<file path="src/rtl/nvm_prog_pkg.sv">
// Shared encodings for the flash program/erase controller.
// Assumes a 2-bit mode field and a 4-entry register window.
package nvm_prog_pkg;
    localparam logic [1:0] MODE_RO  = 2'd0;
    localparam logic [1:0] MODE_WEN = 2'd1;
    localparam logic [1:0] MODE_EEN = 2'd2;

    localparam logic [1:0] REG_MODE = 2'd0;
    localparam logic [1:0] REG_STAT = 2'd1;
    localparam logic [1:0] REG_PAGE = 2'd2;
    localparam logic [1:0] REG_ALL  = 2'd3;

    typedef enum logic [1:0] {
        OP_PROG = 2'd0,
        OP_PAGE = 2'd1,
        OP_ALL  = 2'd2
    } nvm_op_e;
endpackage

</file>
<file path="src/rtl/nvm_op_timer.sv">
// Down-counter that times one flash operation.
// Loads the duration on start and counts down to zero; busy while non-zero.
// Assumes start is raised only while idle and dur is at least 1.
module nvm_op_timer #(
    parameter int CNT_W = 8
) (
    input  logic             clk,
    input  logic             rst_n,
    input  logic             start,
    input  logic [CNT_W-1:0] dur,
    output logic             busy,
    output logic             done
);
    logic [CNT_W-1:0] cnt;

    // Load on start, otherwise count down to zero.
    always_ff @(posedge clk) begin
        if (!rst_n)          cnt <= '0;
        else if (start)      cnt <= dur;
        else if (cnt != '0)  cnt <= cnt - 1'b1;
    end

    // Busy while counting, done in the last busy cycle.
    always_comb begin
        busy = (cnt != '0);
        done = (cnt == CNT_W'(1));
    end


    load_len_chk: assert property (@(posedge clk) disable iff (!rst_n)
        start |=> (cnt == $past(dur)));

    step_down_chk: assert property (@(posedge clk) disable iff (!rst_n)
        (!start && busy) |=> (cnt == $past(cnt) - 1'b1));
endmodule

</file>
<file path="src/rtl/nvm_word_array.sv">
// Simulated flash storage: word programming by AND, page and full erase.
// Updates happen on the commit pulse at the end of an operation.
// Assumes WORDS_PER_PAGE divides the array evenly; reset leaves it erased.
module nvm_word_array
    import nvm_prog_pkg::*;
#(
    parameter int NUM_WORDS      = 32,
    parameter int WORDS_PER_PAGE = 8,
    parameter int WIDX_W         = 5,
    parameter int PIDX_W         = 2
) (
    input  logic              clk,
    input  logic              rst_n,
    input  logic              commit,
    input  nvm_op_e           op,
    input  logic [WIDX_W-1:0] widx,
    input  logic [PIDX_W-1:0] pidx,
    input  logic [31:0]       data,
    input  logic [WIDX_W-1:0] ridx,
    output logic [31:0]       rdata
);
    logic [31:0] mem [NUM_WORDS];

    // Apply the pending operation to the words it touches.
    always_ff @(posedge clk) begin
        if (!rst_n) begin
            for (int i = 0; i < NUM_WORDS; i++) mem[i] <= '1;
        end else if (commit) begin
            for (int i = 0; i < NUM_WORDS; i++) begin
                if (op == OP_ALL)
                    mem[i] <= '1;
                else if (op == OP_PAGE && (i / WORDS_PER_PAGE) == int'(pidx))
                    mem[i] <= '1;
                else if (op == OP_PROG && i == int'(widx))
                    mem[i] <= mem[i] & data;
            end
        end
    end

    // Combinational read port.
    always_comb rdata = mem[ridx];


    prog_and_chk: assert property (@(posedge clk) disable iff (!rst_n)
        (commit && op == OP_PROG) |=> (mem[$past(widx)] == ($past(mem[widx]) & $past(data))));

    erase_all_chk: assert property (@(posedge clk) disable iff (!rst_n)
        (commit && op == OP_ALL) |=> (mem[0] == '1 && mem[NUM_WORDS-1] == '1));
endmodule

</file>
<file path="src/rtl/nvm_cmd_decode.sv">
// Bus command decoder: mode register, sticky error flag, command gating
// and the operand latch held for the duration of an operation.
// Assumes NUM_WORDS < 2**(ADDR_W-1).
module nvm_cmd_decode
    import nvm_prog_pkg::*;
#(
    parameter int ADDR_W       = 8,
    parameter int NUM_WORDS    = 32,
    parameter int NUM_PAGES    = 4,
    parameter int WIDX_W       = 5,
    parameter int PIDX_W       = 2,
    parameter int CNT_W        = 8,
    parameter int WRITE_CYCLES = 5,
    parameter int PAGE_CYCLES  = 12,
    parameter int ALL_CYCLES   = 30
) (
    input  logic              clk,
    input  logic              rst_n,
    input  logic              bus_req,
    input  logic              bus_wr,
    input  logic [ADDR_W-1:0] bus_addr,
    input  logic [31:0]       bus_wdata,
    input  logic              busy,
    output logic [1:0]        mode,
    output logic              err,
    output logic              is_reg,
    output logic              word_in,
    output logic [WIDX_W-1:0] ridx,
    output logic              start,
    output logic [CNT_W-1:0]  dur,
    output nvm_op_e           op,
    output logic [WIDX_W-1:0] widx,
    output logic [PIDX_W-1:0] pidx,
    output logic [31:0]       data
);
    localparam logic [ADDR_W-2:0] NW_L = (ADDR_W-1)'(NUM_WORDS);
    localparam logic [31:0]       NP_L = 32'(NUM_PAGES);

    logic [1:0] roff;
    logic       wr, page_in, clr;
    logic       cmd_prog, cmd_page, cmd_all, cmd_mode;
    logic       ok_prog, ok_page, ok_all, ok_mode, bad;
    nvm_op_e    op_next;

    // Decode the bus access and decide which command is accepted.
    always_comb begin
        is_reg   = bus_addr[ADDR_W-1];
        roff     = bus_addr[1:0];
        word_in  = (bus_addr[ADDR_W-2:0] < NW_L);
        page_in  = (bus_wdata < NP_L);
        ridx     = bus_addr[WIDX_W-1:0];
        wr       = bus_req && bus_wr;
        cmd_prog = wr && !is_reg;
        cmd_mode = wr && is_reg && roff == REG_MODE;
        cmd_page = wr && is_reg && roff == REG_PAGE;
        cmd_all  = wr && is_reg && roff == REG_ALL;
        clr      = wr && is_reg && roff == REG_STAT && bus_wdata[1];
        ok_prog  = cmd_prog && !busy && mode == MODE_WEN && word_in;
        ok_page  = cmd_page && !busy && mode == MODE_EEN && page_in;
        ok_all   = cmd_all  && !busy && mode == MODE_EEN;
        ok_mode  = cmd_mode && !busy;
        bad      = (cmd_prog || cmd_page || cmd_all || cmd_mode)
                   && !(ok_prog || ok_page || ok_all || ok_mode);
        start    = ok_prog || ok_page || ok_all;
        op_next  = ok_prog ? OP_PROG : (ok_page ? OP_PAGE : OP_ALL);
        dur      = ok_prog ? CNT_W'(WRITE_CYCLES)
                 : (ok_page ? CNT_W'(PAGE_CYCLES) : CNT_W'(ALL_CYCLES));
    end

    // Mode register, written only while idle.
    always_ff @(posedge clk) begin
        if (!rst_n)       mode <= MODE_RO;
        else if (ok_mode) mode <= bus_wdata[1:0];
    end

    // Sticky error flag; a new fault wins over a clear in the same cycle.
    always_ff @(posedge clk) begin
        if (!rst_n)   err <= 1'b0;
        else if (bad) err <= 1'b1;
        else if (clr) err <= 1'b0;
    end

    // Latch the operands of an accepted command for its whole duration.
    always_ff @(posedge clk) begin
        if (!rst_n) begin
            op   <= OP_PROG;
            widx <= '0;
            pidx <= '0;
            data <= '1;
        end else if (start) begin
            op   <= op_next;
            widx <= bus_addr[WIDX_W-1:0];
            pidx <= bus_wdata[PIDX_W-1:0];
            data <= bus_wdata;
        end
    end


    no_start_busy_chk: assert property (@(posedge clk) disable iff (!rst_n)
        start |-> !busy);

    prog_mode_chk: assert property (@(posedge clk) disable iff (!rst_n)
        (start && op_next == OP_PROG) |-> (mode == MODE_WEN));

    erase_mode_chk: assert property (@(posedge clk) disable iff (!rst_n)
        (start && op_next != OP_PROG) |-> (mode == MODE_EEN));

    err_sticky_chk: assert property (@(posedge clk) disable iff (!rst_n)
        (err && !clr) |=> err);

    mode_hold_chk: assert property (@(posedge clk) disable iff (!rst_n)
        busy |=> $stable(mode));
endmodule

</file>
<file path="src/rtl/nvm_prog_ctrl.sv">
// Top of the flash program/erase controller: decoder, operation timer,
// word array and the read mux for the bus.
// Assumes a well-behaved requester honours bus_stall; stray commands are
// rejected and flagged.
module nvm_prog_ctrl
    import nvm_prog_pkg::*;
#(
    parameter int ADDR_W         = 8,
    parameter int NUM_PAGES      = 4,
    parameter int WORDS_PER_PAGE = 8,
    parameter int WRITE_CYCLES   = 5,
    parameter int PAGE_CYCLES    = 12,
    parameter int ALL_CYCLES     = 30
) (
    input  logic              clk,
    input  logic              rst_n,
    input  logic              bus_req,
    input  logic              bus_wr,
    input  logic [ADDR_W-1:0] bus_addr,
    input  logic [31:0]       bus_wdata,
    output logic [31:0]       bus_rdata,
    output logic              bus_stall
);
    localparam int NUM_WORDS = NUM_PAGES * WORDS_PER_PAGE;
    localparam int WIDX_W    = (NUM_WORDS > 1) ? $clog2(NUM_WORDS) : 1;
    localparam int PIDX_W    = (NUM_PAGES > 1) ? $clog2(NUM_PAGES) : 1;
    localparam int MAX_A     = (WRITE_CYCLES > PAGE_CYCLES) ? WRITE_CYCLES : PAGE_CYCLES;
    localparam int MAX_C     = (MAX_A > ALL_CYCLES) ? MAX_A : ALL_CYCLES;
    localparam int CNT_W     = $clog2(MAX_C + 1);

    logic [1:0]        mode;
    logic              err, is_reg, word_in, start, busy, done;
    logic [CNT_W-1:0]  dur;
    nvm_op_e           op;
    logic [WIDX_W-1:0] ridx, widx;
    logic [PIDX_W-1:0] pidx;
    logic [31:0]       data, arr_rdata;

    nvm_cmd_decode #(
        .ADDR_W(ADDR_W), .NUM_WORDS(NUM_WORDS), .NUM_PAGES(NUM_PAGES),
        .WIDX_W(WIDX_W), .PIDX_W(PIDX_W), .CNT_W(CNT_W),
        .WRITE_CYCLES(WRITE_CYCLES), .PAGE_CYCLES(PAGE_CYCLES), .ALL_CYCLES(ALL_CYCLES)
    ) dec_i (
        .clk(clk), .rst_n(rst_n), .bus_req(bus_req), .bus_wr(bus_wr),
        .bus_addr(bus_addr), .bus_wdata(bus_wdata), .busy(busy),
        .mode(mode), .err(err), .is_reg(is_reg), .word_in(word_in), .ridx(ridx),
        .start(start), .dur(dur), .op(op), .widx(widx), .pidx(pidx), .data(data)
    );

    nvm_op_timer #(.CNT_W(CNT_W)) tmr_i (
        .clk(clk), .rst_n(rst_n), .start(start), .dur(dur), .busy(busy), .done(done)
    );

    nvm_word_array #(
        .NUM_WORDS(NUM_WORDS), .WORDS_PER_PAGE(WORDS_PER_PAGE),
        .WIDX_W(WIDX_W), .PIDX_W(PIDX_W)
    ) arr_i (
        .clk(clk), .rst_n(rst_n), .commit(done), .op(op), .widx(widx), .pidx(pidx),
        .data(data), .ridx(ridx), .rdata(arr_rdata)
    );

    // Read mux and stall output.
    always_comb begin
        bus_stall = busy;
        if (is_reg) begin
            case (bus_addr[1:0])
                REG_MODE: bus_rdata = {30'd0, mode};
                REG_STAT: bus_rdata = {30'd0, err, !busy};
                default:  bus_rdata = 32'd0;
            endcase
        end else begin
            bus_rdata = word_in ? arr_rdata : 32'd0;
        end
    end


    stall_idle_chk: assert property (@(posedge clk) disable iff (!rst_n)
        !bus_stall |-> !done);

    start_stall_chk: assert property (@(posedge clk) disable iff (!rst_n)
        start |=> bus_stall);
endmodule

</file>
<file path="config.mk">
export PLATFORM = sky130hd
export DESIGN_NAME = nvm_prog_ctrl
export DESIGN_NICKNAME = d
export VERILOG_FILES = /design/src/rtl/nvm_prog_pkg.sv /design/src/rtl/nvm_op_timer.sv /design/src/rtl/nvm_word_array.sv /design/src/rtl/nvm_cmd_decode.sv /design/src/rtl/nvm_prog_ctrl.sv
export SDC_FILE = /design/constraint.sdc
export NUM_CORES = 2
export LEC_CHECK = 0
export BUFFER_PORTS_ARGS = -buffer_cell sky130_fd_sc_hd__buf_2
export CORE_MARGIN = 5
export CORE_UTILIZATION = 41
export DETAILED_ROUTE_END_ITERATION = 8
export GPL_TIMING_DRIVEN = 0
export HOLD_SLACK_MARGIN = 0.02
export SLEW_MARGIN = 20
export SYNTH_ARGS = -nofsm -noshare
export SYNTH_HDL_FRONTEND = slang
export SYNTH_SLANG_ARGS = --single-unit
</file>
<file path="constraint.sdc">
create_clock -name clk -period 10.45 [get_ports clk]
set_input_delay 2.09 -clock clk [delete_from_list [all_inputs] [get_ports clk]]
set_output_delay 2.09 -clock clk [all_outputs]
set_load 0.02 [all_outputs]
</file>
## After elaboration in Yosys (flattened, before gate mapping)

Memories as Yosys holds them, arrays and structs flattened.
Index checks and enable logic that the tools add are counted.

| storage, ports and cells | value |
|---|---|
| register bits | 49 |
| output and inout port bits | 33 |
| input bits | 44 |
| memories kept | 1 |
| logic and storage cells | 575 |
| memory bits (writable) | 1024 |

Memory list:

| memory | words | width | rd ports | clocked after Yosys merged registers in | write ports | RTL line | text |
|---|---|---|---|---|---|---|---|
| arr_i.mem | 32 | 32 | 33 | 0 | 32 | nvm_word_array.sv:22 | `logic [31:0] mem [NUM_WORDS];` |

| cells by class | value |
|---|---|
| reduce and logical (&&, ||, !) cells | 70 |
| order comparisons | 2 |
| eq/ne operators | 42 |
| add/subtract/negate cells | 1 |
| mux-type cells | 324 |
| bitwise logic cells | 128 |

Operators with widths:

| operator | number |
|---|---|
| two-way mux 32 bit | 98 |
| bitwise AND 32 bit | 32 |
| two-way mux 1 bit | 219 |
| OR 1 bit | 96 |
| equality test 5 bit, first input constant | 16 |
| logical AND 1 bit | 54 |
| equality test 4 x 5 -> 1 bit, first input constant | 8 |
| less-than comparator 32 x 3 -> 1 bit, second input constant | 1 |
| equality test 3 x 5 -> 1 bit, first input constant | 4 |
| two-way mux 5 bit | 4 |
| equality test 2 x 5 -> 1 bit, first input constant | 2 |
| equality test 2 bit, second input constant | 4 |
| less-than comparator 7 x 6 -> 1 bit, second input constant | 1 |
| equality test 2 x 1 -> 1 bit, second input constant | 3 |
| zero test 2 bit | 3 |
| logical OR 1 bit | 6 |
| equality test 1 x 5 -> 1 bit, first input constant | 1 |
| equality test 5 x 1 -> 1 bit, second input constant | 1 |
| zero test 5 bit | 1 |
| nonzero test 5 bit | 1 |
| subtractor 5 x 1 -> 5 bit, second input constant | 1 |
| equality test 2 bit, first input constant | 2 |
| two-way mux 2 bit | 2 |
| one-hot mux 2 bit (2 select lines) | 1 |
| 3 further kinds | 6 |

## Logic depth before layout (Yosys ltp)

| depth | value |
|---|---|
| depth in word-level cells | 12 |
| mapped depth | 10 |
| gate-level depth less buffers | 8 |

## Modules after synthesis

Synthesis repeated with hierarchy kept, for this count alone.

| second synthesis, totals | value |
|---|---|
| cells, all modules | 4316 |
| area, all modules | 51109.0 um^2 |

Modules (own cells, without submodules):

| module | cells an instance | area an instance (um^2) | times used | seq. area each (um^2) |
|---|---|---|---|---|
| nvm_word_array | 4010 | 48355.1 | 1 | 30749.5 |
| nvm_cmd_decode | 229 | 2155.8 | 1 | 880.8 |
| nvm_op_timer | 35 | 302.8 | 1 | 100.1 |
| nvm_prog_ctrl | 42 | 295.3 | 1 | 0.0 |

## Worst setup path before layout

No wires, ideal clock.

| path | value |
|---|---|
| kind | input port to output port |
| start point | input port bus_addr[0] |
| end point | output port bus_rdata[10] |
| required time | 8360 ps |
| arrival time | 4235 ps |
| buffers on the path | 3 |
| setup slack | 4125 ps |
| stages | 7 |
| path through | clkbuf_1 -> buf_2 -> buf_1 -> mux4_2 -> mux4_2 -> inv_1 -> o22ai_1 |

| on the way | value |
|---|---|
| word-level cells in the longest chain between the ends | 3 |
| elaborated cells between the ends (all ways) | 4 |
| classes of those cells | order compare (1); mux (2); memory (1) |

Ends and longest elaborated chain:

| what | RTL line | text |
|---|---|---|
| start: declaration | nvm_prog_ctrl.sv:19 | `input logic [ADDR_W-1:0] bus_addr,` |
| memory (32 x 32 bit) or less-than comparator 7 x 6 -> 1 bit (tied branches) | - |  |
| two-way mux 32 bit * | nvm_prog_ctrl.sv:72 | `bus_rdata = word_in ? arr_rdata : 32'd0;` |
| two-way mux 32 bit * | nvm_prog_ctrl.sv:65 | `if (is_reg) begin` |
| end: declaration | nvm_prog_ctrl.sv:21 | `output logic [31:0] bus_rdata,` |

Every way passes the cells marked *; elsewhere a longest branch is shown, timed or not.

## Final worst setup path

| path | value |
|---|---|
| start point | input port bus_addr[1] |
| end point | output port bus_rdata[22] |

The elaborated chain is that of the path after synthesis.

==> results.md <==
- Die area: 129000 um^2
- DIE WIDTH: roughly 360 um
- Rows: 128
- Clock transition at path regs: 0.06 ns
- Hold Path Origin: dec_i.widx[0]
- Reg2Reg Capture Point: arr_i.mem[31][19]
- Async SR Flop Fraction: 0
- Num Clock Sinks: around 1100
- Clock tree buffer depth: 3
- Power Total: approximately 9.4 mW
- Share of layout cells above drive strength 1: 0.168
- Required time worst endpoint: 8.36 ns
- FF-to-FF Start: tmr_i.cnt[1]
- Main synth FF type: edfxtp_1
- Worst IR Drop VDD: 0.146 mV
- Pwr per Cell Area: 164 nW/um^2
- Initial antenna violation count: 4
- Synth warn: 0
- CP max stage cell: buf_1
- Fmax: 0.126 GHz
- Worst path cell trace: clkbuf_1, clkbuf_1, buf_1, mux4_2, mux4_2, inv_1, o22ai_1, buf_2
- Slowest cell delay on critical path: 0.92 ns
- CTS resizes: 0
- Status: completed
- # fillers: 10700
- First-pass GRT wire length: 246 mm
- Met1 GRT Util: 0.358
- HPWL after DPL: 121 mm
- Worst Hold End: dec_i.widx[0]
- Final worst path period share: 0.762
- Layout area overhead: 14.7%
- R2R depth: 8
- Routed length per instance: 30.9 um
- DRT iter0 DRCs: between 4000 and 5000
- Worst rel slew slack: 0.153
- Root Buffer: clkbuf_16
- Post-Syn Area: 50100 um^2
- Period minus WS final: 7.96 ns
- Skew-Pair Late Insertion Delay: 0.73 ns
- Register area share after synthesis: 0.634
- Cells after synthesis: 3756
- Max-slew violations: 0
- CTS tree: done
- RSZ-0062 raised after global routing: no
- Die Y: 359 um
- Worst Skew: roughly 0.029 ns
- Finished Layout Cells: 5706
- Via count: 34600
- Vias per cell: 6.06
- GRT Util Overall: 0.266
- Design Area, Final: 57400 um^2
- Slew @ Worst Pin: 1.27 ns
- GRT Max-Usage Layer: met2
- Setup crit start kind: input pin
- Nets: 4030
- Vias in the first global route: 33300
- Routed Antenna Nets: 0
- Total wire length: 176 mm
- RD Place Congestion: 0.925
- Critical-path maximum fanout: 10
- DP Area: 53700 um^2
- Total gr overflow: 0
- Max Cap Viol: 0
- Worst Setup End Kind: output pin
- DRC errors left: 0
- CP bufs+invs: 5
- Cell variety after synth: 48
- Worst reg-to-reg setup slack: between 6 and 7 ns
- CP arrival: roughly 5.9 ns
- Hold Path Class: reg -> reg
- Mapped Nets: roughly 3800
- Avg Synthesized Cell Area: ~13 um^2
- Placed Instances: about 5500
- #FFs+latches synth: 1073
- # IOs: 77
- # H-tree levels: 3
- Clock buffer count from CTS: 114
- Lkg Pwr: 18.4 nW
- Setup TNS: 0 ns
- # setup viols final: 0
- Final Hold Viols: 0
- Met2 usage: 0.406
- Starting Density: 0.412
- Port Buf Inserts: 72
- Largest net degree at the start of global routing: 33
- Post CTS Setup Buffer Count: 0
- Number of flops mapped to enable cells by yosys: 1024
- Hold buffers post-CTS: 0
- CP Class: in -> out
- Grt met3 use: 0.0765
- Pre-antenna DRT Iters: 9
- Crit-path leading delay family: buffers and inverters
- Core ar.: 122000 um^2
- Worst Hold Path Cells: 2
==> report_power, final <==
| part | internal (mW) | total, mW | switching, mW |
|---|---|---|---|
| Clock | 2.31 | 4.08 | 1.76 |
| Sequential | 4.72 | 4.75 | 0.0257 |
| Combinational | 0.175 | 0.601 | 0.426 |
==> cell usage in the layout, fill, tap and decap left out, types with 4 or more instances in the layout <==
| cell type | n |
|---|---|
| clkbuf_1 | 301 |
| nor2b_1 | 7 |
| inv_6 | 5 |
| a21oi_1 | 6 |
| clkinv_1 | 22 |
| buf_2 | 105 |
| nor3_1 | 4 |
| nor4_1 | 7 |
| mux4_2 | 316 |
| o211ai_1 | 64 |
| o21ai_0 | 6 |
| o22ai_1 | 33 |
| nand2b_1 | 5 |
| a21o_1 | 416 |
| nand2b_4 | 5 |
| inv_1 | 95 |
| nand2_1 | 1258 |
| and3_1 | 5 |
| nand2_4 | 11 |
| a21boi_2 | 4 |
| buf_16 | 24 |
| clkbuf_2 | 17 |
| buf_12 | 12 |
| bufinv_16 | 11 |
| and2_1 | 6 |
| clkinv_2 | 19 |
| o21ai_4 | 14 |
| mux2i_1 | 12 |
| buf_1 | 14 |
| edfxtp_1 | 1024 |
| dfxtp_1 | 49 |
| clkbuf_16 | 115 |
| nor2_1 | 27 |
| clkinvlp_4 | 4 |
==> tightest hold or removal path, cell delays in order (launching register included) <==
cell and delay, ns:
dfxtp_1 0.32, nand2_1 0.05, mux2i_1 0.06
==> per-layer routing <==
layer  wire [um]  vias to the layer above  part of all wire
li1            -                    14200                 -
met1       66200                    17500              0.38
met2       78900                     2336              0.45
met3       22100                      500              0.13
met4        9110                        4             0.052
met5          29                        -           0.00016
==> how the worst max path moves through the flow <==
stage / from / endpoint / slack (ns) / depth (start not counted)
final: bus_addr[1] / bus_rdata[22] / 2.49 / 8
after global placement: rst_n / arr_i.mem[23][16] / 0.70 / 5
after global routing: bus_addr[1] / bus_rdata[22] / 2.44 / 8
after detailed placement: bus_addr[0] / bus_rdata[2] / 2.69 / 9
after CTS: bus_addr[0] / bus_rdata[2] / 2.68 / 9
after floorplan: bus_addr[0] / bus_rdata[10] / 4.12 / 7
==> flip-flops by register name (all words and copies together), names as in the netlist <==
| register | count |
|---|---|
| dec_i.err | 1 |
| dec_i.pidx | 2 |
| tmr_i.cnt | 5 |
| dec_i.op | 2 |
| dec_i.data | 32 |
| arr_i.mem | 1024 |
| dec_i.widx | 5 |
| dec_i.mode | 2 |
==> kinds of logic after synthesis <==
logic type | Yosys count | share of synthesized area
AO/OA/AOI/OAI | 556 | 0.0814
XOR/XNOR | 3 | 0.000525
adder cells (fa/ha/maj) | 3 | 0.000750
buffers and inverters | 431 | 0.0328
flip-flops | 1073 | 0.634
multiplexers | 330 | 0.145
AND/OR/NAND/NOR | 1360 | 0.106
==> synth_stat cells (3+ instances only) <==
cell,count,share of area
or2_2,3,0.00037
clkbuf_1,283,0.021
a21boi_1,5,0.00075
edfxtp_1,1024,0.61
mux2i_1,12,0.0024
mux4_2,316,0.14
nand2b_1,10,0.0012
nand3_1,3,0.00030
inv_1,95,0.0071
o22ai_1,33,0.0041
buf_1,37,0.0028
nand2_1,1271,0.095
nor3_1,7,0.00070
o21ai_0,20,0.0020
o21a_1,3,0.00045
nand4_1,3,0.00037
dfxtp_1,49,0.020
o211ai_1,64,0.0096
buf_2,14,0.0014
nor2b_1,7,0.00087
nor2_1,27,0.0020
a21o_1,416,0.062
and3_1,5,0.00062
nor4_1,7,0.00087
ha_1,3,0.00075
a21oi_1,6,0.00060
and2_1,6,0.00075
==> final cells by class <==
| class | instances | area [um^2] | share of cell area |
|---|---|---|---|
| Inverter | 96 | 360 | 0.00628 |
| Buffer | 335 | 1330 | 0.0231 |
| Clock buffer | 148 | 3030 | 0.0528 |
| Sequential cell | 1073 | 31700 | 0.553 |
| Clock inverter | 64 | 623 | 0.0109 |
| Timing Repair Buffer | 111 | 1300 | 0.0226 |
| Antenna cell | 2 | 5.00 | 0.0000872 |
| Multi-Input combinational cell | 2252 | 17000 | 0.296 |
| Tap cell | 1625 | 2030 | 0.0354 |
==> stage by stage <==
stage	worst slack (ns)	util	hold WS [ns]
floorplan	4.12	-	0.442
global placement	0.702	0.432	0.453
detailed placement	2.69	0.442	0.466
CTS	2.68	0.472	0.473
global route	2.44	0.472	0.503
finish	2.49	0.472	0.476
No activity file was read; power rests on OpenSTA's default activity.
